File: config.mk
export PLATFORM = sky130hd
export DESIGN_NAME = tsc_span_calc
export DESIGN_NICKNAME = d
export VERILOG_FILES = /design/src/rtl/tsc_span_calc.sv
export SDC_FILE = /design/constraint.sdc
export NUM_CORES = 1
export LEC_CHECK = 0
export BUFFER_PORTS_ARGS = -buffer_cell sky130_fd_sc_hd__buf_2
export CAP_MARGIN = 20
export CELL_PAD_IN_SITES_DETAIL_PLACEMENT = 1
export CELL_PAD_IN_SITES_GLOBAL_PLACEMENT = 2
export CORE_MARGIN = 2
export CORE_UTILIZATION = 11
export DETAILED_ROUTE_END_ITERATION = 16
export PLACE_DENSITY = 0.88
export SLEW_MARGIN = 20
export SYNTH_ARGS = -nofsm -noshare
export SYNTH_HDL_FRONTEND = slang
export SYNTH_SLANG_ARGS = --single-unit
export TNS_END_PERCENT = 5
File: constraint.sdc
create_clock -name vclk -period 2.3
set_input_delay 0.115 -clock vclk [all_inputs]
set_output_delay 0.115 -clock vclk [all_outputs]
set_load 0.01 [all_outputs]
File: src/rtl/tsc_span_calc.sv
module tsc_span_calc #(
   parameter int AW = 32,
   parameter int SW = 8,
   parameter int CW = 5
) (
   input  logic [AW-1:0] addr,
   input  logic [SW-1:0] size_m1,
   output logic [CW-1:0] tag_count,
   output logic          start_odd,
   output logic [AW-6:0] byte_addr
);
   localparam int SUM_W = SW + 1;

   logic [SUM_W-1:0] in_gran_end;

   always_comb begin
      in_gran_end = SUM_W'(addr[3:0]) + SUM_W'(size_m1);
      tag_count   = CW'(in_gran_end >> 4) + CW'(1);
      start_odd   = addr[4];
      byte_addr   = addr[AW-1:5];
   end
endmodule

==> impl_results.html, run 1 <==
<table>
<tr><th>Metric</th><th>Value</th></tr>
<tr><th colspan="2">Final layout</th></tr>
<tr><td>Area growth from synthesis to layout</td><td>-17.36%</td></tr>
<tr><td>Layout cell share with drive strength beyond 1</td><td>0.5263</td></tr>
<tr><td># clk buffers</td><td>0</td></tr>
<tr><td>Fill cell count</td><td>422</td></tr>
<tr><td>Number of flip-flops and latches</td><td>0</td></tr>
<tr><td>Final #Nets</td><td>84</td></tr>
<tr><td>Sequential Area</td><td>0 um^2</td></tr>
<tr><td>Number of antenna diodes</td><td>0</td></tr>
<tr><td>Total area of multi-input combinational cells</td><td>175.2 um^2</td></tr>
<tr><th colspan="2">Logic synthesis</th></tr>
<tr><td>Sequential cell area fraction in the yosys report</td><td>0</td></tr>
<tr><td>Netlist area before placement</td><td>389.1 um^2</td></tr>
<tr><td>Most area-hungry cell type in the Yosys netlist</td><td>sky130_fd_sc_hd__buf_4</td></tr>
<tr><td>Post-synth cell types</td><td>13</td></tr>
<tr><td>Synthesized area per cell</td><td>7.941 um^2</td></tr>
<tr><td>Yosys warning total</td><td>0</td></tr>
<tr><td>Leading cell types by total area after synthesis</td><td>sky130_fd_sc_hd__buf_4, sky130_fd_sc_hd__ha_1, sky130_fd_sc_hd__xnor2_1, sky130_fd_sc_hd__nand3_1, sky130_fd_sc_hd__xor2_1</td></tr>
<tr><td>Post-synthesis cell count</td><td>49</td></tr>
<tr><td>Leading cell types by count after synthesis</td><td>sky130_fd_sc_hd__buf_4, sky130_fd_sc_hd__ha_1, sky130_fd_sc_hd__nand3_1</td></tr>
<tr><td>Yosys top cell area share</td><td>0.5402</td></tr>
<tr><td>Most repeated cell in the gate-level netlist after synthesis</td><td>sky130_fd_sc_hd__buf_4</td></tr>
<tr><td>Number of nets in the synthesized netlist</td><td>93</td></tr>
<tr><th colspan="2">Critical path</th></tr>
<tr><td>Crit-path slowest cell</td><td>sky130_fd_sc_hd__ha_1</td></tr>
<tr><td>Critical path peak fanout</td><td>5</td></tr>
<tr><td>Type of element launching the critical path</td><td>input port</td></tr>
<tr><td>Endpoint type of the worst setup path</td><td>output pin</td></tr>
<tr><td>Critical path start-end classification</td><td>in2out</td></tr>
<tr><td>Critical path buffers and inverters</td><td>2</td></tr>
<tr><td>Critical Path Source</td><td>addr[1]</td></tr>
<tr><td>Cell family with most CP delay</td><td>adder cells</td></tr>
<tr><td>Crit-path max cell delay</td><td>280 ps</td></tr>
<tr><td>Critical path, cell by cell</td><td>buf_2, ha_1, a311oi_2, o21bai_2, nand2_1, xnor2_1, ha_1, and3_1, nand3_1, o211ai_1, buf_2</td></tr>
<tr><td>Data required time at the worst endpoint</td><td>2180 ps</td></tr>
<tr><td>CP Data Arrival Time</td><td>1880 ps</td></tr>
<tr><th colspan="2">Die</th></tr>
<tr><td>I/O pin total</td><td>73</td></tr>
<tr><td>Die boundary height</td><td>63.48 um</td></tr>
<tr><td>Number of placement rows</td><td>21</td></tr>
<tr><td>X dimension of the die</td><td>63.48 um</td></tr>
<tr><td>Total Die Area</td><td>4029 um^2</td></tr>
<tr><td>Starting density of the core</td><td>0.1157</td></tr>
<tr><td>Core region area</td><td>3363 um^2</td></tr>
<tr><th colspan="2">Global route</th></tr>
<tr><td>Vias in the first global route</td><td>312</td></tr>
<tr><td>Overall track demand over capacity in global routing</td><td>0.03869</td></tr>
<tr><td>Antenna violations before repair</td><td>0</td></tr>
<tr><td>Residual overflow from global routing</td><td>0</td></tr>
<tr><td>Wire length of the first global-routing pass</td><td>1297 um</td></tr>
<tr><td>Maximum number of pins on one net before global-route repair</td><td>6</td></tr>
<tr><th colspan="2">Power and ir drop</th></tr>
<tr><td>Share of total power in sequential cells</td><td>0</td></tr>
<tr><td>PD cells</td><td>245.7 nW/um^2</td></tr>
<tr><td>Internal power consumption</td><td>0.00003706 W</td></tr>
<tr><td>Clock share of power</td><td>0</td></tr>
<tr><td>Comb pwr share</td><td>1.000</td></tr>
<tr><td>Switch Pwr</td><td>0.00004194 W</td></tr>
<tr><td>Worst voltage drop across the vdd grid</td><td>0.00002714 V</td></tr>
<tr><td>Sw Ratio</td><td>0.5309</td></tr>
<tr><td>Leak</td><td>0.1462 nW</td></tr>
<tr><th colspan="2">Drt</th></tr>
<tr><td>Violation count after the first detailed-routing iteration</td><td>1</td></tr>
<tr><td>Remaining antenna violation count</td><td>0</td></tr>
<tr><td>Total length of routed wires</td><td>832 um</td></tr>
<tr><td>First-pass DRT Iterations</td><td>2</td></tr>
<tr><td>Drt wl/cell</td><td>9.905 um</td></tr>
<tr><td>Number of DRC violations after detailed routing</td><td>0</td></tr>
<tr><td>Routed via count divided by cell count</td><td>3.024</td></tr>
<tr><td>Total vias in the final route</td><td>254</td></tr>
<tr><th colspan="2">STA</th></tr>
<tr><td>Max Transition Viols Final</td><td>0</td></tr>
<tr><td>Tmin final</td><td>1998 ps</td></tr>
<tr><td>Transition time at the pin with the least slew margin</td><td>280.3 ps</td></tr>
<tr><td>Relative slew slack</td><td>0.8130</td></tr>
<tr><td>Number of setup violations in the final report</td><td>0</td></tr>
<tr><td>Total negative slack</td><td>0 ps</td></tr>
<tr><td>Number of hold violations in the final report</td><td>0</td></tr>
<tr><td>Final cycle utilization of the critical path</td><td>0.8686</td></tr>
<tr><td>Final Worst Setup Slack</td><td>302.3 ps</td></tr>
<tr><td>Peak Freq</td><td>0.5006 GHz</td></tr>
<tr><td>Unrepaired setup endpoints after global routing</td><td>false</td></tr>
<tr><th colspan="2">Outcome</th></tr>
<tr><td>Run status</td><td>finished, final reports clean</td></tr>
<tr><th colspan="2">CTS</th></tr>
<tr><td># hold bufs at CTS</td><td>0</td></tr>
<tr><td>Setup repair bufs after CTS</td><td>0</td></tr>
<tr><td># resized after CTS</td><td>0</td></tr>
<tr><th colspan="2">Job</th></tr>
<tr><td>Max-capacitance violation count</td><td>0</td></tr>
<tr><th colspan="2">Placed design</th></tr>
<tr><td>Total half-perimeter wirelength after legalization and detailed placement</td><td>733.8 um</td></tr>
<tr><td>Gp weighted congestion</td><td>0.6701</td></tr>
<tr><td>Total of buffers placed on input and output ports</td><td>17</td></tr>
<tr><td>Post-Place Setup Slack</td><td>262.6 ps</td></tr>
<tr><th colspan="2">Min path</th></tr>
<tr><td>Hold Path Origin</td><td>addr[5]</td></tr>
<tr><td>Worst hold path type</td><td>in2out</td></tr>
</table>
-- power by group through the flow --
stage | clock network, W | logic [W] | registers [W]
after global placement | 0 | 0.0000752 | 0
after floorplan | 0 | 0.0000953 | 0
after detailed placement | 0 | 0.0000798 | 0
after CTS | 0 | 0.0000808 | 0
after global routing | 0 | 0.0000864 | 0
final | 0 | 0.0000790 | 0
-- kinds of logic (layout without fill, tap and decap cells) --
group,Yosys count,in the layout,share of synthesized area
AO/OA/AOI/OAI,5,5,0.1318
XOR/XNOR,5,5,0.1126
adder cells (fa/ha/maj),4,4,0.1286
buffers and inverters,29,18,0.5498
AND/OR/NAND/NOR,6,6,0.07717
-- placed cells by master (no fill, tap or decap) --
cell type / Yosys / routed
sky130_fd_sc_hd__a311oi_2: 1 / 1
sky130_fd_sc_hd__xor2_1: 2 / 2
sky130_fd_sc_hd__buf_2: 0 / 17
sky130_fd_sc_hd__and3_1: 1 / 1
sky130_fd_sc_hd__o211ai_1: 1 / 1
sky130_fd_sc_hd__nand2_1: 1 / 1
sky130_fd_sc_hd__xnor2_1: 3 / 3
sky130_fd_sc_hd__inv_1: 1 / 1
sky130_fd_sc_hd__o211ai_2: 1 / 1
sky130_fd_sc_hd__o21bai_2: 1 / 1
sky130_fd_sc_hd__ha_1: 4 / 4
sky130_fd_sc_hd__o21ai_1: 1 / 1
sky130_fd_sc_hd__nand3_1: 4 / 4
-- metrics by stage --
stage	util	std cells	cell area (um^2)	hold slack [ps]	power (W)
global placement	0.09561	84	321.6	230.1	0.00007523
global route	0.09561	84	321.6	230.0	0.00008644
floorplan	-	49	389.1	317.7	0.00009533
finish	0.09561	84	321.6	230.0	0.00007901
CTS	0.09561	84	321.6	230.1	0.00008076
detailed placement	0.09561	84	321.6	230.1	0.00007985
-- layout make-up --
class,count,area share
Timing Repair Buffer,17,0.2646
Tap cell,46,0.1790
Multi-Input combinational cell,20,0.5447
Inverter,1,0.01167
-- per-layer routing --
metal  wire length (um)  vias up  GRT usage
li1                   -      114          -
met1                179      110    0.02047
met2                469       18    0.08684
met3                114       12   0.008929
met4                 69        0    0.03804
met5                  0        -          0
-- worst paths after layout --
| check | end | slack, ps | depth (start not counted) |
|---|---|---|---|
| setup / recovery | tag_count[4] | 300 | 11 |
| hold / removal | byte_addr[0] | 230 | 0 |
(Power assumes the default switching activity.)
==> inputs of run 2 (changes only) <==
- PLACE_DENSITY: 0.88 -> default
- PLACE_DENSITY_LB_ADDON: default -> 0.3
==> run 2 against run 1 <==
First-iteration DRC count rose to 6.0 times the previous value. Sequential cell count is the same. Critical path depth did not move. Hold slack is the same. Final cell count unchanged.
==> impl_results.html, run 2 (synthesis results as in run 1) <==
<table>
<tr><th>Metric</th><th>Value</th></tr>
<tr><th colspan="2">Final layout</th></tr>
<tr><td># clk buffers</td><td>0</td></tr>
<tr><td>Area growth from synthesis to layout</td><td>-17.36%</td></tr>
<tr><td>Final #Nets</td><td>84</td></tr>
<tr><td>Sequential Area</td><td>0 um^2</td></tr>
<tr><td>Number of flip-flops and latches</td><td>0</td></tr>
<tr><td>Layout cell share with drive strength beyond 1</td><td>0.5263</td></tr>
<tr><td>Most common cell after layout, fill and taps aside</td><td>sky130_fd_sc_hd__buf_2</td></tr>
<tr><td>Finished Layout Cells</td><td>84</td></tr>
<tr><td>Utilization after layout</td><td>0.09561</td></tr>
<tr><td>Fill cell count</td><td>438</td></tr>
<tr><td>Most frequent cells in the layout</td><td>sky130_fd_sc_hd__buf_2, sky130_fd_sc_hd__nand3_1, sky130_fd_sc_hd__ha_1, sky130_fd_sc_hd__xnor2_1, sky130_fd_sc_hd__xor2_1</td></tr>
<tr><td>Number of antenna diodes</td><td>0</td></tr>
<tr><th colspan="2">Placed design</th></tr>
<tr><td>Total of buffers placed on input and output ports</td><td>17</td></tr>
<tr><td>Gp weighted congestion</td><td>0.7105</td></tr>
<tr><td>Post-Place Setup Slack</td><td>294.0 ps</td></tr>
<tr><td>Inst Count DP</td><td>84</td></tr>
<tr><th colspan="2">STA</th></tr>
<tr><td>Peak Freq</td><td>0.5058 GHz</td></tr>
<tr><td>Unrepaired setup endpoints after global routing</td><td>false</td></tr>
<tr><td>Max Transition Viols Final</td><td>0</td></tr>
<tr><td>Number of setup violations in the final report</td><td>0</td></tr>
<tr><td>Final cycle utilization of the critical path</td><td>0.8596</td></tr>
<tr><td>Final Worst Setup Slack</td><td>322.9 ps</td></tr>
<tr><td>Transition time at the pin with the least slew margin</td><td>262.4 ps</td></tr>
<tr><td>Relative slew slack</td><td>0.8250</td></tr>
<tr><td>Tmin final</td><td>1977 ps</td></tr>
<tr><td>WHS</td><td>230.0 ps</td></tr>
<tr><td>Number of hold violations in the final report</td><td>0</td></tr>
<tr><td>Total negative slack</td><td>0 ps</td></tr>
<tr><th colspan="2">Drt</th></tr>
<tr><td>Drt wl/cell</td><td>8.440 um</td></tr>
<tr><td>Violation count after the first detailed-routing iteration</td><td>6</td></tr>
<tr><td>Routed via count divided by cell count</td><td>2.905</td></tr>
<tr><td>Number of DRC violations after detailed routing</td><td>0</td></tr>
<tr><td>Total length of routed wires</td><td>709 um</td></tr>
<tr><td>Total vias in the final route</td><td>244</td></tr>
<tr><td>First-pass DRT Iterations</td><td>2</td></tr>
<tr><td>Remaining antenna violation count</td><td>0</td></tr>
<tr><th colspan="2">CTS</th></tr>
<tr><td># resized after CTS</td><td>0</td></tr>
<tr><td>Setup repair bufs after CTS</td><td>0</td></tr>
<tr><td># hold bufs at CTS</td><td>0</td></tr>
<tr><th colspan="2">Die</th></tr>
<tr><td>I/O pin total</td><td>73</td></tr>
<tr><td>Die boundary height</td><td>63.48 um</td></tr>
<tr><td>Number of placement rows</td><td>21</td></tr>
<tr><td>X dimension of the die</td><td>63.48 um</td></tr>
<tr><td>Core region area</td><td>3363 um^2</td></tr>
<tr><td>Total Die Area</td><td>4029 um^2</td></tr>
<tr><td>Starting density of the core</td><td>0.1157</td></tr>
<tr><th colspan="2">Critical path</th></tr>
<tr><td>CP Data Arrival Time</td><td>1860 ps</td></tr>
<tr><td>Crit-path slowest cell</td><td>sky130_fd_sc_hd__ha_1</td></tr>
<tr><td>Type of element launching the critical path</td><td>input port</td></tr>
<tr><td>Crit-path max cell delay</td><td>280 ps</td></tr>
<tr><td>Cell family with most CP delay</td><td>adder cells</td></tr>
<tr><td>Critical path peak fanout</td><td>5</td></tr>
<tr><td>Endpoint type of the worst setup path</td><td>output pin</td></tr>
<tr><td>Critical path, cell by cell</td><td>buf_2, ha_1, a311oi_2, o21bai_2, nand2_1, xnor2_1, ha_1, and3_1, nand3_1, o211ai_1, buf_2</td></tr>
<tr><td>Critical path buffers and inverters</td><td>2</td></tr>
<tr><td>Critical path start-end classification</td><td>in2out</td></tr>
<tr><td>Data required time at the worst endpoint</td><td>2180 ps</td></tr>
<tr><td>Number of cells on the critical path</td><td>11</td></tr>
<tr><th colspan="2">Job</th></tr>
<tr><td>Max-capacitance violation count</td><td>0</td></tr>
<tr><th colspan="2">Global route</th></tr>
<tr><td>Wire length of the first global-routing pass</td><td>1104 um</td></tr>
<tr><td>Antenna violations before repair</td><td>0</td></tr>
<tr><td>Residual overflow from global routing</td><td>0</td></tr>
<tr><td>Maximum number of pins on one net before global-route repair</td><td>6</td></tr>
<tr><td>Overall track demand over capacity in global routing</td><td>0.03274</td></tr>
<tr><td>Vias in the first global route</td><td>243</td></tr>
<tr><th colspan="2">Min path</th></tr>
<tr><td>Number of instances on the worst hold path</td><td>0</td></tr>
<tr><td>Worst hold path type</td><td>in2out</td></tr>
<tr><th colspan="2">Power and ir drop</th></tr>
<tr><td>PD cells</td><td>242.3 nW/um^2</td></tr>
<tr><td>Worst voltage drop across the vdd grid</td><td>0.00001948 V</td></tr>
<tr><td>Leak</td><td>0.1462 nW</td></tr>
<tr><th colspan="2">Outcome</th></tr>
<tr><td>Run status</td><td>finished, final reports clean</td></tr>
</table>
==> run 2: power by group <==
part           leakage (nW)  switching (W)  internal (W)
Sequential                0              0             0
Clock                     0              0             0
Combinational         0.146      0.0000412     0.0000368
==> run 2: per-stage QoR <==
stage / power, W / instance area [um^2]
after CTS: 0.00008049 / 321.6
final: 0.00007792 / 321.6
after detailed placement: 0.00008013 / 321.6
after global placement: 0.00008028 / 321.6
after global routing: 0.00008801 / 321.6
after floorplan: 0.00009533 / 389.1
==> run 2: routing by layer <==
layer | share of wire | global-route usage | routed length, um | vias to the layer above
met5 | 0 | 0 | 0 | -
met4 | 0.0056 | 0.01359 | 4 | 0
met3 | 0.12 | 0.008929 | 83 | 2
met2 | 0.44 | 0.05132 | 313 | 11
met1 | 0.43 | 0.04203 | 307 | 116
li1 | - | - | - | 115
==> run 2: worst paths after layout <==
path	to	slack [ps]	start
max	tag_count[4]	320	addr[1]
min	byte_addr[10]	230	addr[15]
==> run 2: final cells by class <==
| type | instances | area [um^2] | area share |
|---|---|---|---|
| tap | 46 | 57.56 | 0.1790 |
| timing repair buffer | 17 | 85.08 | 0.2646 |
| multi-input combinational | 20 | 175.2 | 0.5447 |
| inverter | 1 | 3.754 | 0.01167 |
==> inputs of run 3 (changes only) <==
- CORE_UTILIZATION: 11 -> 10
- clock period: 2.3 -> 1.6 ns (I/O delays scaled with it)
==> run 3 against run 2 <==
The run now ends with negative setup slack left. Hold slack lost 70 ps. Clock-buffer cell count is the same. Wire length grew 38%. Combinational power grew 120%. Via count grew 20%. Setup slack lost 510 ps. Die area grew 9.4%. Global-route usage grew 0.17 points. Sequential cell count is the same. Critical path type unchanged. Largest cell class unchanged. Largest power group unchanged. Highest routed layer unchanged.
==> impl_results.html, run 3 (synthesis results as in run 1) <==
<table>
<tr><th>Metric</th><th>Value</th></tr>
<tr><th colspan="2">Final layout</th></tr>
<tr><td>Number of flip-flops and latches</td><td>0</td></tr>
<tr><td>Number of antenna diodes</td><td>0</td></tr>
<tr><td># clk buffers</td><td>0</td></tr>
<tr><td>Total area of multi-input combinational cells</td><td>239.0 um^2</td></tr>
<tr><td>Final #Nets</td><td>92</td></tr>
<tr><td>Layout cell share with drive strength beyond 1</td><td>0.8043</td></tr>
<tr><td>Most common cell after layout, fill and taps aside</td><td>sky130_fd_sc_hd__buf_2</td></tr>
<tr><td>Area growth from synthesis to layout</td><td>20.90%</td></tr>
<tr><td>Finished Layout Cells</td><td>94</td></tr>
<tr><td>Sequential Area</td><td>0 um^2</td></tr>
<tr><td>Most frequent cells in the layout</td><td>sky130_fd_sc_hd__buf_2, sky130_fd_sc_hd__buf_4, sky130_fd_sc_hd__nand3_1, sky130_fd_sc_hd__ha_4</td></tr>
<tr><td>Fill cell count</td><td>452</td></tr>
<tr><th colspan="2">Power and ir drop</th></tr>
<tr><td>Leak</td><td>0.1958 nW</td></tr>
<tr><td>Worst voltage drop across the vdd grid</td><td>0.00006202 V</td></tr>
<tr><td>PD cells</td><td>359.1 nW/um^2</td></tr>
<tr><td>Total Power</td><td>0.0001689 W</td></tr>
<tr><th colspan="2">Drt</th></tr>
<tr><td>Remaining antenna violation count</td><td>0</td></tr>
<tr><td>Violation count after the first detailed-routing iteration</td><td>3</td></tr>
<tr><td>Total vias in the final route</td><td>292</td></tr>
<tr><td>Routed via count divided by cell count</td><td>3.106</td></tr>
<tr><td>Number of DRC violations after detailed routing</td><td>0</td></tr>
<tr><td>First-pass DRT Iterations</td><td>2</td></tr>
<tr><td>Drt wl/cell</td><td>10.43 um</td></tr>
<tr><td>Total length of routed wires</td><td>980 um</td></tr>
<tr><th colspan="2">Min path</th></tr>
<tr><td>Hold Path Origin</td><td>addr[5]</td></tr>
<tr><td>Worst hold path type</td><td>in2out</td></tr>
<tr><th colspan="2">Critical path</th></tr>
<tr><td>Data required time at the worst endpoint</td><td>1520 ps</td></tr>
<tr><td>Critical Path Source</td><td>addr[2]</td></tr>
<tr><td>CP Data Arrival Time</td><td>1710 ps</td></tr>
<tr><td>Critical path peak fanout</td><td>3</td></tr>
<tr><td>Type of element launching the critical path</td><td>input port</td></tr>
<tr><td>Critical path start-end classification</td><td>in2out</td></tr>
<tr><td>Endpoint type of the worst setup path</td><td>output pin</td></tr>
<tr><th colspan="2">Die</th></tr>
<tr><td>Starting density of the core</td><td>0.1055</td></tr>
<tr><td>I/O pin total</td><td>73</td></tr>
<tr><td>X dimension of the die</td><td>66.38 um</td></tr>
<tr><td>Core region area</td><td>3689 um^2</td></tr>
<tr><td>Number of placement rows</td><td>22</td></tr>
<tr><td>Die boundary height</td><td>66.38 um</td></tr>
<tr><td>Total Die Area</td><td>4406 um^2</td></tr>
<tr><th colspan="2">Global route</th></tr>
<tr><td>Residual overflow from global routing</td><td>0</td></tr>
<tr><td>Overall track demand over capacity in global routing</td><td>0.03447</td></tr>
<tr><td>Antenna violations before repair</td><td>0</td></tr>
<tr><td>Maximum number of pins on one net before global-route repair</td><td>6</td></tr>
<tr><td>Vias in the first global route</td><td>265</td></tr>
<tr><td>Wire length of the first global-routing pass</td><td>1242 um</td></tr>
<tr><th colspan="2">Placed design</th></tr>
<tr><td>Post-Place Setup Slack</td><td>-292.2 ps</td></tr>
<tr><td>Inst Count DP</td><td>89</td></tr>
<tr><td>Total of buffers placed on input and output ports</td><td>17</td></tr>
<tr><td>Gp weighted congestion</td><td>0.6690</td></tr>
<tr><th colspan="2">Job</th></tr>
<tr><td>Max-capacitance violation count</td><td>0</td></tr>
<tr><th colspan="2">STA</th></tr>
<tr><td>Tmin final</td><td>1789 ps</td></tr>
<tr><td>Number of setup violations in the final report</td><td>3</td></tr>
<tr><td>Unrepaired setup endpoints after global routing</td><td>true</td></tr>
<tr><td>Peak Freq</td><td>0.5591 GHz</td></tr>
<tr><td>Final cycle utilization of the critical path</td><td>1.118</td></tr>
<tr><td>Max Transition Viols Final</td><td>0</td></tr>
<tr><td>Relative slew slack</td><td>0.8488</td></tr>
<tr><td>Transition time at the pin with the least slew margin</td><td>226.8 ps</td></tr>
<tr><td>Final Worst Setup Slack</td><td>-188.6 ps</td></tr>
<tr><td>Number of hold violations in the final report</td><td>0</td></tr>
<tr><th colspan="2">CTS</th></tr>
<tr><td># hold bufs at CTS</td><td>0</td></tr>
<tr><th colspan="2">Outcome</th></tr>
<tr><td>Violated checks</td><td>negative setup slack</td></tr>
<tr><td>Run status</td><td>finished with violations</td></tr>
</table>
## run 3: changes by cell type in the layout (fill, tap and decap cells not counted), sizes merged
cell  delta
buf      +8
## run 3: worst paths after layout
| check | end | cells past startpoint |
|---|---|---|
| max | tag_count[4] | 11 |
| min | byte_addr[0] | 0 |
## run 3: final cells by class
type               count  share of cell area
inverters              1            0.007979
well taps             48              0.1277
multi-input cells     20              0.5080
repair buffers        25              0.3564
## run 3: critical path, stage by stage
cell and delay [ps]:
sky130_fd_sc_hd__buf_2 120, sky130_fd_sc_hd__ha_4 160, sky130_fd_sc_hd__a311oi_2 260, sky130_fd_sc_hd__o21bai_2 130, sky130_fd_sc_hd__nand2_2 110, sky130_fd_sc_hd__xnor2_2 110, sky130_fd_sc_hd__ha_2 220, sky130_fd_sc_hd__and3_4 180
sky130_fd_sc_hd__nand3_2 60, sky130_fd_sc_hd__o211ai_1 110, sky130_fd_sc_hd__buf_2 160
## run 3: timing repair
item	in CTS	in global routing
setup endpoints to repair	2	4
resized for setup	5	9
setup buffers	4	1
pin swaps	7	7
## run 3: metal layers
layer / routed length (um) / global-route usage / up-vias
met2: 486 / 0.06000 / 23
met1: 358 / 0.04335 / 136
met4: 5 / 0.007653 / 0
met5: 0 / 0 / -
met3: 129 / 0.006814 / 2
li1: - / - / 131
## run 3: metrics by stage
| stage | area, um^2 | setup TNS, ps | utilization | hold slack [ps] |
|---|---|---|---|---|
| after floorplan | 389.1 | 0 | - | 247.7 |
| after global placement | 346.6 | -465.4 | 0.09396 | 160.1 |
| after detailed placement | 346.6 | -551.4 | 0.09396 | 160.1 |
| after CTS | 406.6 | -451.5 | 0.1102 | 160.1 |
| after global routing | 470.5 | -751.5 | 0.1275 | 160.0 |
| final | 470.5 | -360.1 | 0.1275 | 160.0 |
## run 3: power breakdown
| part | switching, W | internal (W) | total, W |
|---|---|---|---|
| combinational | 0.0000755 | 0.0000935 | 0.000169 |
| sequential | 0 | 0 | 0 |
| clock | 0 | 0 | 0 |
| total | 0.0000755 | 0.0000935 | 0.000169 |
